File: config.mk
export PLATFORM = sky130hd
export DESIGN_NAME = dual_stage_watchdog
export DESIGN_NICKNAME = d
export VERILOG_FILES = /design/src/rtl/dswd_pkg.sv /design/src/rtl/dswd_unlock_gate.sv /design/src/rtl/dswd_prescaler.sv /design/src/rtl/dswd_countdown.sv /design/src/rtl/dual_stage_watchdog.sv
export SDC_FILE = /design/constraint.sdc
export NUM_CORES = 1
export LEC_CHECK = 0
export CAP_MARGIN = 30
export CORE_ASPECT_RATIO = 0.9
export CORE_MARGIN = 4
export CORE_UTILIZATION = 40
export DETAILED_ROUTE_END_ITERATION = 6
export DONT_BUFFER_PORTS = 1
export SYNTH_ARGS = -nofsm -noshare
export SYNTH_HDL_FRONTEND = slang
export SYNTH_SLANG_ARGS = --single-unit
File: constraint.sdc
create_clock -name clk -period 3.79 [get_ports clk]
set_input_delay 0.1895 -clock clk [delete_from_list [all_inputs] [get_ports clk]]
set_output_delay 0.1895 -clock clk [all_outputs]
set_load 0.02 [all_outputs]
File: src/rtl/dswd_pkg.sv
package dswd_pkg;

  typedef enum logic [1:0] {
    GATE_IDLE = 2'd0,
    GATE_HALF = 2'd1,
    GATE_OPEN = 2'd2
  } gate_e;

  localparam int unsigned OFF_PRE1   = 'h00;
  localparam int unsigned OFF_PRE2   = 'h04;
  localparam int unsigned OFF_STAT   = 'h08;
  localparam int unsigned OFF_RELOAD = 'h0C;
  localparam int unsigned OFF_CFG    = 'h10;
  localparam int unsigned OFF_LOCK   = 'h14;
  localparam int unsigned OFF_COUNT  = 'h18;

  localparam logic [31:0] KEY_FIRST  = 32'h0000_0080;
  localparam logic [31:0] KEY_SECOND = 32'h0000_0086;

  localparam int RELOAD_BIT = 8;
  localparam int FLAG_BIT   = 9;

  function automatic gate_e gate_next(gate_e st, logic wr, logic k1, logic k2, logic prot);
    gate_e n;
    n = st;
    if (wr) begin
      case (st)
        GATE_IDLE: n = k1 ? GATE_HALF : GATE_IDLE;
        GATE_HALF: n = k2 ? GATE_OPEN : (k1 ? GATE_HALF : GATE_IDLE);
        GATE_OPEN: n = prot ? GATE_IDLE : GATE_OPEN;
        default:   n = GATE_IDLE;
      endcase
    end
    return n;
  endfunction

endpackage

File: src/rtl/dswd_unlock_gate.sv
module dswd_unlock_gate
  import dswd_pkg::*;
(
  input  logic        clk,
  input  logic        rst_n,
  input  logic        wr_en,
  input  logic        wr_is_reload,
  input  logic        wr_is_prot,
  input  logic [31:0] wr_data,
  output logic        prot_accept,
  output logic        gate_open
);

  gate_e st_q;
  logic  key1, key2;

  assign key1 = wr_is_reload && (wr_data == KEY_FIRST);
  assign key2 = wr_is_reload && (wr_data == KEY_SECOND);

  assign gate_open   = (st_q == GATE_OPEN);
  assign prot_accept = wr_en && wr_is_prot && gate_open;

  always_ff @(posedge clk or negedge rst_n) begin
    if (!rst_n) st_q <= GATE_IDLE;
    else        st_q <= gate_next(st_q, wr_en, key1, key2, wr_is_prot);
  end

  AST_GATE_ONESHOT: assert property (@(posedge clk) disable iff (!rst_n)
    prot_accept |=> !gate_open);

  AST_GATE_FROM_HALF: assert property (@(posedge clk) disable iff (!rst_n)
    $rose(gate_open) |-> ($past(st_q) == GATE_HALF));

endmodule

File: src/rtl/dswd_prescaler.sv
module dswd_prescaler #(
  parameter int SLOW_EXP = 15,
  parameter int FAST_EXP = 5
) (
  input  logic clk,
  input  logic rst_n,
  input  logic run,
  input  logic clear,
  input  logic fast,
  output logic tick
);

  localparam int PW = (SLOW_EXP > FAST_EXP) ? SLOW_EXP : FAST_EXP;
  localparam logic [PW-1:0] SLOW_LIM = {PW{1'b1}} >> (PW - SLOW_EXP);
  localparam logic [PW-1:0] FAST_LIM = {PW{1'b1}} >> (PW - FAST_EXP);

  logic [PW-1:0] ps_q;

  function automatic logic [PW-1:0] limit_for(logic use_fast);
    return use_fast ? FAST_LIM : SLOW_LIM;
  endfunction

  assign tick = run && (ps_q >= limit_for(fast));

  always_ff @(posedge clk or negedge rst_n) begin
    if (!rst_n)                       ps_q <= '0;
    else if (clear || !run || tick)   ps_q <= '0;
    else                              ps_q <= ps_q + 1'b1;
  end

  AST_PS_IDLE_OFF: assert property (@(posedge clk) disable iff (!rst_n)
    !run |=> (ps_q == '0));

endmodule

File: src/rtl/dswd_countdown.sv
module dswd_countdown #(
  parameter int CW = 20,
  parameter logic [CW-1:0] PRE_RST = 20'h00400
) (
  input  logic          clk,
  input  logic          rst_n,
  input  logic          run,
  input  logic          tick,
  input  logic          restart,
  input  logic [CW-1:0] pre1,
  input  logic [CW-1:0] pre2,
  output logic [CW-1:0] cnt_o,
  output logic          st1_exp,
  output logic          st2_exp
);

  logic [CW-1:0] cnt_q;
  logic          stage2_q;
  logic          step, zero;

  function automatic logic [CW-1:0] dec1(logic [CW-1:0] v);
    return v - 1'b1;
  endfunction

  assign zero    = (cnt_q == '0);
  assign step    = run && tick && !restart;
  assign st1_exp = step && zero && !stage2_q;
  assign st2_exp = step && zero && stage2_q;
  assign cnt_o   = cnt_q;

  always_ff @(posedge clk or negedge rst_n) begin
    if (!rst_n) begin
      cnt_q    <= PRE_RST;
      stage2_q <= 1'b0;
    end else if (restart) begin
      cnt_q    <= pre1;
      stage2_q <= 1'b0;
    end else if (step) begin
      if (zero) begin
        cnt_q    <= stage2_q ? pre1 : pre2;
        stage2_q <= !stage2_q;
      end else begin
        cnt_q    <= dec1(cnt_q);
      end
    end
  end

  AST_HOLD_WHEN_OFF: assert property (@(posedge clk) disable iff (!rst_n)
    (!run && !restart) |=> $stable(cnt_q));

  AST_RESTART_WINS: assert property (@(posedge clk) disable iff (!rst_n)
    restart |=> (cnt_q == $past(pre1)) && !stage2_q);

endmodule

File: src/rtl/dual_stage_watchdog.sv
module dual_stage_watchdog
  import dswd_pkg::*;
#(
  parameter int AW = 5,
  parameter int CW = 20,
  parameter int SLOW_EXP = 15,
  parameter int FAST_EXP = 5,
  parameter logic [CW-1:0] PRE_RST = 20'h00400
) (
  input  logic          clk,
  input  logic          rst_n,
  input  logic          wr_en,
  input  logic [AW-1:0] wr_addr,
  input  logic [31:0]   wr_data,
  input  logic [AW-1:0] rd_addr,
  output logic [31:0]   rd_data,
  output logic          irq_o,
  output logic          rst_req_o
);

  localparam int NPRE = 2;

  logic [CW-1:0] pre_q [NPRE];
  logic [5:0]    cfg_q;
  logic          lock_q, en_q, mode_q;
  logic          stat_q, flag_q, rst_req_q, irq_pulse_q;

  logic w_pre1, w_pre2, w_reload, w_prot, w_stat, w_cfg, w_lock;
  logic prot_accept, gate_open;
  logic restart_ev, flag_clr_ev, tick;
  logic st1_exp, st2_exp;
  logic [CW-1:0] cnt;
  logic          cfg_rst_en, cfg_fast;
  logic [1:0]    cfg_itype;

  assign w_pre1   = (wr_addr == AW'(OFF_PRE1));
  assign w_pre2   = (wr_addr == AW'(OFF_PRE2));
  assign w_reload = (wr_addr == AW'(OFF_RELOAD));
  assign w_stat   = (wr_addr == AW'(OFF_STAT));
  assign w_cfg    = (wr_addr == AW'(OFF_CFG));
  assign w_lock   = (wr_addr == AW'(OFF_LOCK));
  assign w_prot   = w_pre1 || w_pre2 || w_reload;

  assign cfg_rst_en = cfg_q[5];
  assign cfg_fast   = cfg_q[2];
  assign cfg_itype  = cfg_q[1:0];

  dswd_unlock_gate u_gate (
    .clk          (clk),
    .rst_n        (rst_n),
    .wr_en        (wr_en),
    .wr_is_reload (w_reload),
    .wr_is_prot   (w_prot),
    .wr_data      (wr_data),
    .prot_accept  (prot_accept),
    .gate_open    (gate_open)
  );

  assign restart_ev  = prot_accept && w_reload && wr_data[RELOAD_BIT];
  assign flag_clr_ev = prot_accept && w_reload && wr_data[FLAG_BIT];

  genvar gi;
  generate
    for (gi = 0; gi < NPRE; gi++) begin : g_pre
      logic sel;
      assign sel = (gi == 0) ? w_pre1 : w_pre2;
      always_ff @(posedge clk or negedge rst_n) begin
        if (!rst_n)                   pre_q[gi] <= PRE_RST;
        else if (prot_accept && sel)  pre_q[gi] <= wr_data[CW-1:0];
      end
    end
  endgenerate

  dswd_prescaler #(.SLOW_EXP(SLOW_EXP), .FAST_EXP(FAST_EXP)) u_ps (
    .clk   (clk),
    .rst_n (rst_n),
    .run   (en_q),
    .clear (restart_ev),
    .fast  (cfg_fast),
    .tick  (tick)
  );

  dswd_countdown #(.CW(CW), .PRE_RST(PRE_RST)) u_cd (
    .clk     (clk),
    .rst_n   (rst_n),
    .run     (en_q),
    .tick    (tick),
    .restart (restart_ev),
    .pre1    (pre_q[0]),
    .pre2    (pre_q[1]),
    .cnt_o   (cnt),
    .st1_exp (st1_exp),
    .st2_exp (st2_exp)
  );

  always_ff @(posedge clk or negedge rst_n) begin
    if (!rst_n) begin
      cfg_q  <= '0;
      lock_q <= 1'b0;
      en_q   <= 1'b0;
      mode_q <= 1'b0;
    end else if (wr_en) begin
      if (w_cfg) cfg_q <= wr_data[5:0] & 6'b100111;
      if (w_lock) begin
        lock_q <= lock_q | wr_data[0];
        en_q   <= wr_data[1] | (lock_q & en_q);
        mode_q <= lock_q ? mode_q : wr_data[2];
      end
    end
  end

  always_ff @(posedge clk or negedge rst_n) begin
    if (!rst_n) begin
      stat_q      <= 1'b0;
      flag_q      <= 1'b0;
      rst_req_q   <= 1'b0;
      irq_pulse_q <= 1'b0;
    end else begin
      if (st1_exp)                             stat_q <= 1'b1;
      else if (wr_en && w_stat && wr_data[0])  stat_q <= 1'b0;
      if (st2_exp && !mode_q)                  flag_q <= 1'b1;
      else if (flag_clr_ev)                    flag_q <= 1'b0;
      rst_req_q   <= st2_exp && !mode_q && cfg_rst_en;
      irq_pulse_q <= st1_exp && (cfg_itype == 2'b01);
    end
  end

  assign rst_req_o = rst_req_q;
  assign irq_o     = (cfg_itype == 2'b00) ? stat_q :
                     (cfg_itype == 2'b01) ? irq_pulse_q : 1'b0;

  always_comb begin
    rd_data = '0;
    case (rd_addr)
      AW'(OFF_PRE1):   rd_data[CW-1:0]   = pre_q[0];
      AW'(OFF_PRE2):   rd_data[CW-1:0]   = pre_q[1];
      AW'(OFF_STAT):   rd_data[0]        = stat_q;
      AW'(OFF_RELOAD): rd_data[FLAG_BIT] = flag_q;
      AW'(OFF_CFG):    rd_data[5:0]      = cfg_q;
      AW'(OFF_LOCK):   rd_data[2:0]      = {mode_q, en_q, lock_q};
      AW'(OFF_COUNT):  rd_data[CW-1:0]   = cnt;
      default:         rd_data           = '0;
    endcase
  end

  AST_LOCK_KEEPS_EN: assert property (@(posedge clk) disable iff (!rst_n)
    (lock_q && en_q) |=> (lock_q && en_q));

  AST_RST_HAS_FLAG: assert property (@(posedge clk) disable iff (!rst_n)
    rst_req_o |-> flag_q);

  AST_NO_EXPIRY_OFF: assert property (@(posedge clk) disable iff (!rst_n)
    !en_q |-> (!st1_exp && !st2_exp));

  AST_TIMER_NO_RST: assert property (@(posedge clk) disable iff (!rst_n)
    mode_q |=> !rst_req_o);

  AST_RST_ONE_CYCLE: assert property (@(posedge clk) disable iff (!rst_n)
    rst_req_o |=> !rst_req_o);

  AST_PULSE_ONE_CYCLE: assert property (@(posedge clk) disable iff (!rst_n)
    irq_pulse_q |=> !irq_pulse_q);

endmodule

==> results.toml, run 1 <==
[outcome]
status = "complete, no violations"

[yosys]
synth_ff_type = "dfrtp_1"
async_flop_share_pct = 100
ys_ff_latch = 89
synth_edf_count = 0
synth_area_sq_um = 5390
synth_most_common_cell = "dfrtp_1"
synth.area.top_cells = "dfrtp_1, mux2_2, nand2_1, mux2i_1, nor2_1"
netlist.area_leader.share_pct = 39.9
yosysSeqAreaShare_pct = 41.4
avgSynthCellArea_sq_um = 9.63
yosysWarnings = 0
synthTopCellsByCount = "dfrtp_1, nand2_1, mux2_2"
synth_cells = 560
yosys.cell_types.count = 57
synth_top_area_cell = "dfrtp_1"

[sta]
period_minus_slack_ns = 3.05
fmax_mhz = 328
max_slew_margin_pct = 42.4
setup_viol = 0
fin_skew_ns = 0.00496
hold_viol_final = 0
tns_ns = 0
fin_hold_ws_ns = 0.0294
fin_crit_sh_pct = 80.4
grt_setup_unrepaired = "false"
report.final.slew_viol_count = 0
worst_pin_slew_ns = 0.863

[place]
dp.cells = 699
gp_congestion = 0.887
portBuffers = 0
dp.final_hpwl_mm = 10.3

[critical_path]
end_kind = "register"
critPathLaunch = "cfg_q[2]"
r2r_end = "u_cd.cnt_o[3]"
start_kind = "register"
endpoint = "u_cd.cnt_o[3]"
rr_worst_depth = 8
crit_fanout = 14
criticalPathCategory = "register to register"
cp_data_required_time_ns = 4.06
critPathArrivalTime_ns = 3.32
r2r_start = "cfg_q[2]"
rrSetupSlack_ns = 0.74

[grt]
grt_pass1_wl_mm = 23.9
antenna_found_initial = 0
grt_use_total_pct = 19.6
grt_overflow_total = 0
grt_pass1_vias = 4406
grt_max_degree = 90

[pwr]
power.leakage_nw = 2.85
net-switching-power_mw = 0.498
cellPowerDensity_nw_per_um2 = 350
comb_power_share_pct = 7.2
p_seq_share_pct = 46.9
switching_share_pct = 23.4
p_int_mw = 1.63
totalPowerFinal_mw = 2.13
ir_worst_vdd_mv = 0.291
power_frac_clock_pct = 45.8

[clock_network]
cts_resized = 0
max-clock-path-buffers = 2
cts_tree = "done"
cts.hold.buffers_added = 24
cts-root-buf = "clkbuf_16"
h-tree-depth = 3
post-cts-setup-buffer-count = 0
clock_latency_ns = 0.35
clk_pin_slew_ns = 0.07
numCtsBuffers = 9
clock_sinks = 89

[worst_hold_path]
worstHoldPathType = "input port to register"
whs_path_depth = 3
min_from = "wr_en"

[routing]
drt-wirelength-per-cell_um = 20.1
drt_first_iter_violations = 352
drc = 0
dr_total_vias = 4453
routed_via_density = 6.03
ant_nets = 0
drt_pass1_iterations = 6
routed_wl_mm = 14.9

[cells_and_area]
finalCoreUtilization_pct = 47.0
fillers = 1205
syn_to_final_growth_pct = 12.7
layout-drive-gt1-share_pct = 15.5
diodes = 0
nets = 628
fin_cells = 739

[floorplan]
initial_core_util_pct = 41.7
die-area_sq_um = 15400
top_level_ports = 79
core-area_sq_um = 12900
die_y_um = 118
num_rows = 39
die_x_um = 130

[run]
cap_violations = 0
[cells by family after synthesis]
| group | count (synthesis) | share of synthesized area (%) |
|---|---|---|
| fa+ha+maj | 13 | 3.02 |
| mux | 71 | 14.8 |
| compound gates | 75 | 10.6 |
| buf+inv | 67 | 5.82 |
| simple gates | 220 | 20.4 |
| flops | 89 | 41.4 |
| xor+xnor | 24 | 3.90 |
| other cells | 1 | 0.0695 |
[power by group through the flow]
stage               combinational [mW]  clock (mW)  sequential [mW]
global placement                 0.105           0             1.01
finish                           0.154       0.974            0.998
detailed placement               0.109           0             1.01
global route                     0.173        1.03             1.00
floorplan                        0.102           0             1.01
CTS                              0.156       0.990            0.997
[critical path, stage by stage (launching register included)]
cell and delay (ns):
dfrtp_1 0.58, ha_1 0.32, and3_1 0.22, a221o_1 0.35, a22o_1 0.26, a41oi_2 0.62
buf_4 0.32, a21oi_1 0.10, a21oi_1 0.18
[cell usage in the layout, fill, tap and decap left out, types with 4 or more instances in the layout]
cell type,netlist,layout
nand3_1,31,31
or3_1,6,6
mux2_2,49,49
xnor2_1,9,9
nand2_1,60,60
and3_1,7,7
buf_4,12,9
nand4_1,20,20
nand2b_1,4,4
xor2_1,15,15
dlygate4sd3_1,0,23
nor4_1,13,13
nor2_1,45,45
o21ai_0,7,7
o211ai_1,4,4
a222oi_1,15,15
a31oi_1,4,4
inv_1,21,21
a22o_1,4,4
a21oi_1,18,18
dfrtp_1,86,86
nor3_1,15,14
mux2i_1,20,20
ha_1,13,13
clkbuf_16,0,9
or4_1,4,4
conb_1,1,12
[area by class of cell]
type	instances	area [sq um]	area share (%)
Multi-Input combinational cell	415	2900	47.7
Clock buffer	11	243	4.00
Clock inverter	5	78.8	1.30
Tap cell	164	205	3.38
Sequential cell	89	2230	36.7
Inverter	21	78.8	1.30
Timing Repair Buffer	34	340	5.60
[per-layer routing]
metal	part of all wire (%)	routed length, um	vias to the layer above	GRT usage (%)
met1	46	6810	2241	27.8
met5	0	0	-	0
li1	-	-	2055	-
met4	1.1	167	0	5.01
met2	46	6870	145	29.9
met3	6.8	1010	12	5.10
[state kept, by name, summed over array words and instances (netlist names)]
name / cells
lock_q: 1
u_cd.stage2_q: 1
stat_q: 1
mode_q: 1
pre_q: 40
irq_pulse_q: 1
u_cd.cnt_o: 20
u_gate.st_q: 2
flag_q: 1
rst_req_o: 1
u_ps.ps_q: 15
en_q: 1
cfg_q: 4
[through the flow]
stage                     setup slack (ns)  area, sq um
after floorplan                      0.987         5430
after global placement               0.888         5480
after detailed placement             0.811         5500
after CTS                            0.800         6080
after global routing                 0.584         6080
final                                0.741         6080
[worst min path at each step]
stage / to / slack [ns]
final: stat_q / 0.03
after global routing: u_gate.st_q[1] / 0.02
after CTS: u_gate.st_q[1] / 0.01
after detailed placement: u_ps.ps_q[11] / -0.10
after global placement: u_ps.ps_q[11] / -0.10
after floorplan: cfg_q[0] / -0.11
No activity file was read; power rests on OpenSTA's default activity.
==> run 2: changes to the inputs <==
- clock period: 3.79 -> 2.5 ns (I/O delays scaled with it)
==> results.toml, run 2 (synthesized netlist as in run 1, its figures left out) <==
[outcome]
status = "complete, but fails checks"
violations = "setup timing"

[place]
gp_congestion = 0.896
dp.cells = 739
dp.final_hpwl_mm = 11.1
portBuffers = 0

[floorplan]
die_y_um = 118
die-area_sq_um = 15400
top_level_ports = 79
initial_core_util_pct = 41.7
core-area_sq_um = 12900
die_x_um = 130
num_rows = 39

[cells_and_area]
fin_cells = 788
syn_to_final_growth_pct = 25.7
layout-drive-gt1-share_pct = 28.0
largest_register_ffs = 40
final_cell_mix = "dfrtp_1, nand2_1, mux2_2"
largest-register = "pre_q"
final_common_cell = "dfrtp_1"
diodes = 0
finalCoreUtilization_pct = 52.4
nets = 677

[pwr]
power.leakage_nw = 3.12
ir_worst_vdd_mv = 0.387
cellPowerDensity_nw_per_um2 = 475

[clock_network]
max-clock-path-buffers = 2
clk_pin_slew_ns = 0.07
cts-root-buf = "clkbuf_16"
h-tree-depth = 3
clock_latency_ns = 0.36
clock_sinks = 89
cts_tree = "done"
numCtsBuffers = 9

[sta]
tns_ns = -1.08
report.final.slew_viol_count = 0
fin_crit_sh_pct = 104
max_slew_margin_pct = 60.2
grt_setup_unrepaired = "true"
period_minus_slack_ns = 2.60
fin_skew_ns = 0.0101
setup_viol = 31
fin_ws_ns = -0.0991
fmax_mhz = 385
hold_viol_final = 0
worst_pin_slew_ns = 0.592

[routing]
routed_via_density = 6.09
drt_pass1_iterations = 6
ant_nets = 0
drt-wirelength-per-cell_um = 20.7
routed_wl_mm = 16.3
drc = 0
dr_total_vias = 4799
drt_first_iter_violations = 375

[grt]
grt_pass1_wl_mm = 25.8
grt_pass1_vias = 4773
grt_use_total_pct = 21.2
antenna_found_initial = 0
grt_max_degree = 90
grt_overflow_total = 0

[critical_path]
critical_path.top_delay_family = "simple AND/OR/NAND/NOR gates"
criticalPathCategory = "register to register"
rr_worst_depth = 6
end_kind = "register"
path_common_cell = "or4_4"
cp_data_required_time_ns = 2.74
start_kind = "register"
cp_num_cells = 6
crit_chain = "or4_4, or4_4, or4b_4, a211oi_2, a2111oi_1, a211o_1"
critical-path-slowest-cell = "or4b_4"
critPathMaxStageDelay_ns = 0.55
crit_fanout = 5
critPathBufInv = 0
critPathArrivalTime_ns = 2.84

[worst_hold_path]
worstHoldPathType = "input port to register"
whs_path_depth = 3

[run]
cap_violations = 0
run 2: stage by stage:
| stage | hold WS [ns] | total power, mW | area, sq um | worst slack [ns] |
|---|---|---|---|---|
| 5_1_grt | 0.0255 | 3.34 | 6780 | -0.160 |
| 4_1_cts | 0.000631 | 3.16 | 6410 | -0.0868 |
| 3_5_place_dp | -0.167 | 1.72 | 5840 | -0.101 |
| 3_3_place_gp | -0.167 | 1.71 | 5840 | -0.0676 |
| 2_1_floorplan | -0.171 | 1.68 | 5460 | -0.157 |
| 6_report | 0.0226 | 3.22 | 6780 | -0.0991 |
run 2: worst min-delay path: stages:
cell and delay (ns):
nand2_1 0.09, nand2_1 0.06, o21ai_0 0.06
run 2: final timing paths:
check,end,start,slack [ns]
worst max register to register,u_cd.cnt_o[17],u_cd.cnt_o[12],-0.1
worst max-delay path,u_cd.cnt_o[17],u_cd.cnt_o[12],-0.1
worst min register to register,flag_q,flag_q,0.49
worst min-delay path,flag_q,wr_data[9],0.02
max in group asynchronous,pre_q[10],rst_n,1.77
min in group asynchronous,u_ps.ps_q[11],rst_n,0.32
run 2: repair_timing:
item / in CTS / in global routing
hold endpoints to repair: 139 / 0
resized for setup: 0 / 61
hold buffers: 25 / 0
pin swaps: 1 / 22
setup endpoints to repair: 13 / 33
setup buffers: 1 / 4
gates cloned: 0 / 3
run 2: per-layer routing:
metal	GRT usage, %	share of wire [%]	up-vias
met4	5.46	1.0	0
met1	29.4	44	2405
met5	0	0	-
met3	7.31	8.4	14
li1	-	-	2172
met2	31.8	47	208
run 2: layout make-up:
| cell class | instances | area (sq um) |
|---|---|---|
| Fill cell | 1171 | 6150 |
| Multi-Input combinational cell | 415 | 3150 |
| Sequential cell | 89 | 2230 |
| Timing Repair Buffer | 83 | 816 |
| Clock buffer | 12 | 267 |
| Tap cell | 164 | 205 |
| Inverter | 21 | 78.8 |
| Clock inverter | 4 | 33.8 |
run 2: power breakdown:
part	internal [mW]	switching [mW]
registers	1.47	0.0389
logic	0.154	0.197
clock network	0.763	0.598
